File: src/rtl/bci_pkg.sv
// Package: shared types of the burst cycle clock inserter.
// Assumes: nothing beyond SystemVerilog 2017.
package bci_pkg;

    // Segment of the bus cycle that the CPU clock is currently in.
    typedef enum logic [2:0] {
        SEG_LOW,
        SEG_NORM_HI,
        SEG_GAP,
        SEG_FAST_HI,
        SEG_FAST_LO,
        SEG_SETTLE
    } clk_seg_e;

endpackage

File: src/rtl/bci_phase.sv
// Module: bci_phase
// Counts reference ticks within one bus cycle. A bus_sync sampled high
// makes the next tick number 0; otherwise the count wraps at CYC_TICKS.
// Assumes: CYC_TICKS is a power of two or at least fits PW bits.
module bci_phase #(
    parameter int CYC_TICKS = 16,
    localparam int PW = $clog2(CYC_TICKS)
) (
    input  logic          clk,
    input  logic          rst_n,
    input  logic          bus_sync,
    output logic [PW-1:0] phase
);

    localparam logic [PW-1:0] LAST_P = PW'(CYC_TICKS - 1);

    // Advance the tick count, realigning on bus_sync.
    always_ff @(posedge clk) begin
        if (!rst_n) begin
            phase <= '0;
        end else if (bus_sync || phase == LAST_P) begin
            phase <= '0;
        end else begin
            phase <= phase + 1'b1;
        end
    end

endmodule

File: src/rtl/bci_cache.sv
// Module: bci_cache
// One-entry read cache. On the capture strobe a CPU read stores its
// address and data; a CPU write to the held address empties the entry.
// The hit output compares the look-ahead read against the entry as it
// will be after the capture, so a read followed by the same read hits.
// Assumes: capture is a one-tick strobe at the burst decision tick.
module bci_cache #(
    parameter int AW = 16,
    parameter int DW = 8
) (
    input  logic          clk,
    input  logic          rst_n,
    input  logic          capture,
    input  logic          cpu_rd,
    input  logic          cpu_wr,
    input  logic [AW-1:0] cpu_addr,
    input  logic [DW-1:0] mem_data,
    input  logic          next_rd,
    input  logic [AW-1:0] next_addr,
    output logic          hit,
    output logic [DW-1:0] line_data
);

    logic          vld_q;
    logic [AW-1:0] tag_q;
    logic [DW-1:0] dat_q;
    logic          vld_v;
    logic [AW-1:0] tag_v;
    logic [DW-1:0] dat_v;

    // Entry contents as they stand after this tick's access is applied.
    always_comb begin
        vld_v = vld_q;
        tag_v = tag_q;
        dat_v = dat_q;
        if (cpu_rd) begin
            vld_v = 1'b1;
            tag_v = cpu_addr;
            dat_v = mem_data;
        end else if (cpu_wr && cpu_addr == tag_q) begin
            vld_v = 1'b0;
        end
    end

    // Look-ahead read matches the entry.
    assign hit       = next_rd && vld_v && (next_addr == tag_v);
    assign line_data = dat_q;

    // Commit the entry at the decision strobe.
    always_ff @(posedge clk) begin
        if (!rst_n) begin
            vld_q <= 1'b0;
            tag_q <= '0;
            dat_q <= '0;
        end else if (capture) begin
            vld_q <= vld_v;
            tag_q <= tag_v;
            dat_q <= dat_v;
        end
    end

endmodule

File: src/rtl/bci_shaper.sv
// Module: bci_shaper
// Takes the burst decision at the end of the decision tick and shapes
// the CPU clock phase and the cache drive enable from the tick count.
// Assumes: HI_START < BURST_TICK - 1 and the burst ends by the last tick.
module bci_shaper
    import bci_pkg::*;
#(
    parameter int CYC_TICKS  = 16,
    parameter int HI_START   = 7,
    parameter int BURST_TICK = 10,
    parameter int FAST_HI    = 2,
    parameter int FAST_LO    = 2,
    parameter int SETTLE     = 1,
    localparam int PW = $clog2(CYC_TICKS)
) (
    input  logic          clk,
    input  logic          rst_n,
    input  logic          bus_sync,
    input  logic [PW-1:0] phase,
    input  logic          eligible,
    input  logic          hit,
    output logic          decide,
    output logic          cpu_clk,
    output logic          data_oe
);

    localparam logic [PW-1:0] HI_P     = PW'(HI_START);
    localparam logic [PW-1:0] DECIDE_P = PW'(BURST_TICK - 2);
    localparam logic [PW-1:0] GAP_P    = PW'(BURST_TICK - 1);
    localparam logic [PW-1:0] FH_END_P = PW'(BURST_TICK + FAST_HI);
    localparam logic [PW-1:0] FL_END_P = PW'(BURST_TICK + FAST_HI + FAST_LO);
    localparam int            ST_END   = BURST_TICK + FAST_HI + FAST_LO + SETTLE;
    localparam logic [PW-1:0] LAST_P   = PW'(CYC_TICKS - 1);

    logic     burst_q;
    logic     hit_q;
    clk_seg_e seg;

    assign decide = (phase == DECIDE_P);

    // Hold the burst decision for the rest of the bus cycle.
    always_ff @(posedge clk) begin
        if (!rst_n) begin
            burst_q <= 1'b0;
            hit_q   <= 1'b0;
        end else if (bus_sync || phase == LAST_P) begin
            burst_q <= 1'b0;
            hit_q   <= 1'b0;
        end else if (decide) begin
            burst_q <= eligible;
            hit_q   <= hit;
        end
    end

    // Classify the current tick into a clock segment.
    always_comb begin
        if (phase < HI_P) begin
            seg = SEG_LOW;
        end else if (!burst_q || phase < GAP_P) begin
            seg = SEG_NORM_HI;
        end else if (phase == GAP_P) begin
            seg = SEG_GAP;
        end else if (phase < FH_END_P) begin
            seg = SEG_FAST_HI;
        end else if (phase < FL_END_P) begin
            seg = SEG_FAST_LO;
        end else if (32'(phase) < ST_END) begin
            seg = SEG_SETTLE;
        end else begin
            seg = SEG_LOW;
        end
    end

    assign cpu_clk = (seg == SEG_NORM_HI) || (seg == SEG_FAST_HI);
    assign data_oe = burst_q && hit_q && (phase >= GAP_P) && (phase <= FH_END_P);

endmodule

File: src/rtl/burst_clock_inserter.sv
// Module: burst_clock_inserter (top)
// Derives the CPU clock from a fast reference, inserting one short CPU
// cycle into the tail of a bus cycle when the next cycle is internal or
// re-reads the byte held in the one-entry read cache.
// Assumes: look-ahead and bus access inputs are stable at the decision tick.
module burst_clock_inserter #(
    parameter int CYC_TICKS  = 16,
    parameter int HI_START   = 7,
    parameter int BURST_TICK = 10,
    parameter int FAST_HI    = 2,
    parameter int FAST_LO    = 2,
    parameter int SETTLE     = 1,
    parameter int AW         = 16,
    parameter int DW         = 8
) (
    input  logic          clk,
    input  logic          rst_n,
    input  logic          bus_sync,
    input  logic          next_internal,
    input  logic          next_rd,
    input  logic [AW-1:0] next_addr,
    input  logic          cpu_rd,
    input  logic          cpu_wr,
    input  logic [AW-1:0] cpu_addr,
    input  logic [DW-1:0] mem_data,
    output logic          cpu_clk,
    output logic          data_oe,
    output logic [DW-1:0] data_out
);

    localparam int PW = $clog2(CYC_TICKS);

    logic [PW-1:0] phase;
    logic          decide;
    logic          hit;

    bci_phase #(.CYC_TICKS(CYC_TICKS)) u_phase (
        .clk      (clk),
        .rst_n    (rst_n),
        .bus_sync (bus_sync),
        .phase    (phase)
    );

    bci_cache #(.AW(AW), .DW(DW)) u_cache (
        .clk       (clk),
        .rst_n     (rst_n),
        .capture   (decide),
        .cpu_rd    (cpu_rd),
        .cpu_wr    (cpu_wr),
        .cpu_addr  (cpu_addr),
        .mem_data  (mem_data),
        .next_rd   (next_rd),
        .next_addr (next_addr),
        .hit       (hit),
        .line_data (data_out)
    );

    bci_shaper #(
        .CYC_TICKS  (CYC_TICKS),
        .HI_START   (HI_START),
        .BURST_TICK (BURST_TICK),
        .FAST_HI    (FAST_HI),
        .FAST_LO    (FAST_LO),
        .SETTLE     (SETTLE)
    ) u_shaper (
        .clk      (clk),
        .rst_n    (rst_n),
        .bus_sync (bus_sync),
        .phase    (phase),
        .eligible (next_internal || hit),
        .hit      (hit),
        .decide   (decide),
        .cpu_clk  (cpu_clk),
        .data_oe  (data_oe)
    );

endmodule

File: config.mk
export PLATFORM = sky130hd
export DESIGN_NAME = burst_clock_inserter
export DESIGN_NICKNAME = d
export VERILOG_FILES = /design/src/rtl/bci_pkg.sv /design/src/rtl/bci_phase.sv /design/src/rtl/bci_cache.sv /design/src/rtl/bci_shaper.sv /design/src/rtl/burst_clock_inserter.sv
export SDC_FILE = /design/constraint.sdc
export NUM_CORES = 1
export LEC_CHECK = 0
export ABC_AREA = 0
export BUFFER_PORTS_ARGS = -buffer_cell sky130_fd_sc_hd__buf_2
export CORE_MARGIN = 2
export CORE_UTILIZATION = 46
export DETAILED_ROUTE_END_ITERATION = 10
export PLACE_DENSITY = 0.76
export REMOVE_ABC_BUFFERS = 1
export SLEW_MARGIN = 10
export SYNTH_ARGS = -nofsm -noshare
export SYNTH_HDL_FRONTEND = slang
export SYNTH_SLANG_ARGS = --single-unit
File: constraint.sdc
create_clock -name clk -period 1.4 [get_ports clk]
set_input_delay 0.21 -clock clk [delete_from_list [all_inputs] [get_ports clk]]
set_output_delay 0.21 -clock clk [all_outputs]
set_load 0.02 [all_outputs]
-- After elaboration in Yosys (flattened, before gate mapping)
Index checks and enable logic that the tools add are counted.
- equal/unequal tests: 7
- muxes and demuxes: 9
- $lt $le $gt $ge: 7
- add/sub/neg operators: 1
- reductions and logical operators: 13
- bitwise gates (word level): 1
- operators with widths (cell ; count):
    $eq A16 B16 Y1 ; 2
    $mux W3 ; 6
    $lt A4 B4 Y1 const B ; 4
    $mux W16 ; 1
    $eq A4 B4 Y1 const B ; 3
    $logic_and A1 B1 Y1 ; 6
    $add A4 B1 Y4 const B ; 1
    $ge A4 B4 Y1 const B ; 1
    $le A4 B4 Y1 const B ; 1
    $logic_or A1 B1 Y1 ; 4
    $lt A4 B3 Y1 const B ; 1
    $eq A3 B1 Y1 const B ; 1
    $eq A3 B2 Y1 const B ; 1
    $mux W1 ; 2
    $reduce_and A2 Y1 ; 1
    $reduce_or A2 Y1 ; 1
    $logic_not A1 Y1 ; 1
    $not A1 Y1 ; 1
- output and inout bits: 10
- logic and storage cells: 44
- input bits: 47
- flip-flop bits (word level): 31

-- Depth between registers and ports, before layout
- depth after elaboration: 9
- depth in mapped cells: 9

-- By module
Synthesis repeated with hierarchy kept, for this count alone.
- cells, all modules: 209
- area, all modules: 1781.7 µm²
- modules (own cells, without submodules) (module ; instances ; cells each ; area an instance (µm²)):
    bci_cache ; 1 ; 176 ; 1467.7
    bci_phase ; 1 ; 15 ; 156.4
    bci_shaper ; 1 ; 17 ; 151.4
    burst_clock_inserter ; 1 ; 1 ; 6.3

-- Worst setup path before layout
Ideal clock, no wire load.
- kind: register to register
- start: reg u_cache.tag_q[5]
- end: reg u_shaper.burst_q
- stages on the path, launching flop included: 7
- data arrival time: 1.480 ns
- period minus slack after synthesis: 1.603 ns
- slack: -0.203 ns
- setup time: 0.123 ns
- required time: 1.277 ns
- cells stage by stage: dfxtp_1 -> xor2_1 -> nor4_1 -> nand2_1 -> o41a_1 -> o2111ai_1 -> a21oi_1
- longest elaborated chain between the ends: 7
- RTL lines (item ; RTL line ; text):
    from (decl) ; bci_cache.sv:25 ; logic [AW-1:0] tag_q;
    from (signal assigned) ; bci_cache.sv:57 ; tag_q <= tag_v;
    $eq A16 B16 Y1 ; bci_cache.sv:40 ; end else if (cpu_wr && cpu_addr == tag_q) begin
    $logic_and A1 B1 Y1 ; bci_cache.sv:40 ;
    $mux W1 ; bci_cache.sv:40 ;
    $mux W1 ; bci_cache.sv:36 ; if (cpu_rd) begin
    $logic_and A1 B1 Y1 ; bci_cache.sv:46 ; assign hit = next_rd && vld_v && (next_addr == tag_v);
    $logic_and A1 B1 Y1 * ; bci_cache.sv:46 ;
    $logic_or A1 B1 Y1 * ; burst_clock_inserter.sv:70 ; .eligible (next_internal || hit),
    to (signal assigned) ; bci_shaper.sv:50 ; burst_q <= eligible;
    to (decl) ; bci_shaper.sv:35 ; logic burst_q;
Mark *: on every way between the ends. The rest lies on a longest branch, timed or not.
A chain may end at the register's enable or synchronous reset.

-- Worst setup path after layout
- start: reg u_cache.tag_q[7]
- end: reg u_shaper.hit_q
- longest elaborated chain between the ends: 6
- RTL lines (item ; RTL line ; text):
    $eq A16 B16 Y1 ; bci_cache.sv:40 ;
    $logic_and A1 B1 Y1 ; bci_cache.sv:40 ;
    $mux W1 ; bci_cache.sv:40 ;
    $mux W1 ; bci_cache.sv:36 ;
    $logic_and A1 B1 Y1 ; bci_cache.sv:46 ;
    $logic_and A1 B1 Y1 * ; bci_cache.sv:46 ;
    to (signal assigned) ; bci_shaper.sv:51 ; hit_q <= hit;
    to (decl) ; bci_shaper.sv:36 ; logic hit_q;
Marks and branches as above.

==> impl_metrics.json <==
{
  "status": "complete, but fails checks",
  "violations": "negative setup slack",
  "n_antenna_cell": 0,
  "first_global_vias": 1713,
  "io_pins": 57,
  "io_buffers": 56,
  "hold_class": "in2reg",
  "ant_nets": 0,
  "vdd_ir_drop_max_v": 0.000658,
  "yosys.area.top_type": "dfxtp_1",
  "fin_area_sq_mm": 0.00259,
  "slowest_stage": "o41a_1",
  "synthCells": 209,
  "setup_ws_ns": -0.271,
  "multiInputGateArea_sq_mm": 0.00117,
  "rsz0062_at_grt": "yes",
  "cp.arrival_ns": 1.84,
  "grt_start_max_net_pins": 21,
  "hpwlAfterDp_mm": 3.11,
  "die_y_um": 66.4,
  "clk_pin_slew_ns": 0.07,
  "final_max_slew_viol_count": 0,
  "crit_type": "reg2reg",
  "post-route-period-util_pct": 119,
  "slew_headroom_pct": 82.0,
  "critPathMaxFanout": 2,
  "worstPathCellList": "xor2_1 -> nor4_2 -> nand2_1 -> o41a_1 -> o2111ai_2 -> a21oi_1",
  "fmax_mhz": 598,
  "ys_seq_area_share_pct": 34.7,
  "area_growth_pct": 44.4,
  "rows": 22,
  "synth.avg_cell_area_sq_um": 8.57,
  "hold_viol_final": 0,
  "worst_pin_slew_ns": 0.267,
  "synth_cell_types": 30,
  "yosys_warnings": 0,
  "synth_area_leaders": "dfxtp_1, nand2_1, a21boi_0, xor2_1, mux2i_1",
  "place_area_sq_mm": 0.00235,
  "post-route-min-period_ns": 1.67,
  "p_leak_nw": 1.13,
  "die_area_sq_mm": 0.00441,
  "cts.sinks": 31,
  "die_w_um": 66.4,
  "synth_seq_cells": 31,
  "dr.pass1.iters": 4,
  "synth_area_sq_mm": 0.00179,
  "overflow": 0,
  "yosysMostFrequentCell": "nand2_1",
  "vias": 1674,
  "grt_use_total_pct": 22.3,
  "cts_max_path_buffers": 2,
  "placed_cells": 335,
  "critPathLaunchType": "register",
  "async_reset_ff_share_pct": 0,
  "cpPeakStageDelay_ns": 0.34,
  "ys_top_cells_by_count": "nand2_1, dfxtp_1, a21boi_0",
  "dominantRegCellSynth": "dfxtp_1",
  "seqCellArea_sq_um": 626,
  "fin_util_pct": 70.1,
  "cts_tree": "done",
  "routed_wl_mm": 4.38,
  "power_per_cell_area_mw_per_mm2": 755,
  "grt_pass1_wl_mm": 7.40,
  "fin_nets": 346,
  "start_util_pct": 48.5,
  "htree_levels": 2,
  "cp.required_ns": 1.57,
  "crit_path_end_kind": "register",
  "rrSetupSlack_ns": -0.27,
  "routed_via_density": 4.85,
  "synth.top_cell.area_share_pct": 34.7,
  "clock_latency_ns": 0.29,
  "skew_ns": 0.00527,
  "cts_made_buffers": 5,
  "drive_gt1_share_pct": 39.7,
  "final_cells": 345,
  "antenna_found_initial": 0,
  "drc": 0,
  "cts_root_buf": "clkbuf_8",
  "max-cap-violations": 0,
  "finalSetupViolations": 5,
  "synth_edf_count": 0,
  "wl_per_cell_um": 12.7,
  "whs_ns": 0.169,
  "tns_ns": -1.09,
  "nFillCells": 320,
  "place_congestion": 0.710,
  "core_area_sq_mm": 0.00369,
  "drt_iter0_markers": 28
}
## flip-flops by register name, summed over array words and instances, names as in the netlist
signal             count
u_shaper.burst_q       1
u_cache.tag_q         16
u_shaper.hit_q         1
u_phase.phase          4
u_cache.vld_q          1
u_cache.line_data      8
## worst max-delay path: cells and delay by family (launching register included)
family | cells | cell delay [ns]
flops | 1 | 0.33
xor+xnor | 1 | 0.16
compound gates | 3 | 0.64
simple gates | 2 | 0.42
## path summary, 6_finish.rpt
kind / end / depth (start not counted) / start
hold / removal: u_cache.line_data[7]$_SDFFE_PN0P_ / 3 / mem_data[7]
setup reg to reg: u_shaper.hit_q$_SDFFE_PP0N_ / 6 / u_cache.tag_q[7]$_SDFFE_PN0N_
setup / recovery: u_shaper.hit_q$_SDFFE_PP0N_ / 6 / u_cache.tag_q[7]$_SDFFE_PN0N_
hold reg to reg: u_cache.line_data[5]$_SDFFE_PN0P_ / 2 / u_cache.line_data[5]$_SDFFE_PN0P_
## layout by cell type, fill, tap and decap left out, types with 2 or more instances in the layout
| cell type | instances |
|---|---|
| nand2_2 | 2 |
| nor4_2 | 3 |
| xor2_1 | 21 |
| buf_4 | 30 |
| dfxtp_2 | 4 |
| xnor2_1 | 13 |
| mux2i_1 | 17 |
| clkbuf_8 | 7 |
| a21boi_0 | 9 |
| a21boi_1 | 14 |
| inv_1 | 2 |
| inv_2 | 2 |
| nand3_1 | 4 |
| a21boi_2 | 2 |
| buf_12 | 4 |
| ha_4 | 2 |
| nor2_1 | 5 |
| nand4_1 | 3 |
| buf_2 | 54 |
| nand2_1 | 50 |
| a21oi_1 | 3 |
| dfxtp_1 | 27 |
## through the flow
step	power, mW	setup slack [ns]
2_1_floorplan	1.02	-0.204
3_3_place_gp	1.17	-0.311
3_5_place_dp	1.17	-0.349
4_1_cts	1.94	-0.248
5_1_grt	2.03	-0.330
6_report	1.95	-0.271
## power breakdown
group	leakage, nW	total, mW	internal [mW]	switching, mW
clock	0.0515	0.782	0.448	0.334
combinational	0.829	0.283	0.153	0.130
sequential	0.252	0.887	0.885	0.00196
total	1.13	1.95	1.49	0.466
## per-layer routing
layer | vias up | GRT usage (%) | routed length (um)
li1 | 876 | - | -
met1 | 743 | 26.8 | 2070
met2 | 50 | 38.0 | 1960
met3 | 5 | 6.47 | 289
met4 | 0 | 6.89 | 56
met5 | - | 0 | 0
## timing repair
item                       4_1_cts  5_1_grt
hold buffers                     0        0
gates cloned                     0        1
buffers inserted                 1        0
pin swaps                       11        8
setup endpoints to repair       29       29
resized for setup               18       25
## final cells by class
| class | instances | area share, % |
|---|---|---|
| clock buffer | 8 | 3.87 |
| inverter | 4 | 0.581 |
| multi-input combinational | 164 | 45.4 |
| sequential | 31 | 24.2 |
| tap | 48 | 2.32 |
| timing repair buffer | 90 | 23.7 |
## logic make-up after synthesis
logic type	share of synthesized area (%)
buffers and inverters	4.54
multiplexers	9.50
AO/OA/AOI/OAI	15.1
XOR/XNOR	16.6
AND/OR/NAND/NOR	17.5
adder cells (fa/ha/maj)	2.10
flip-flops	34.7
Power figures use the tool's default switching activity.
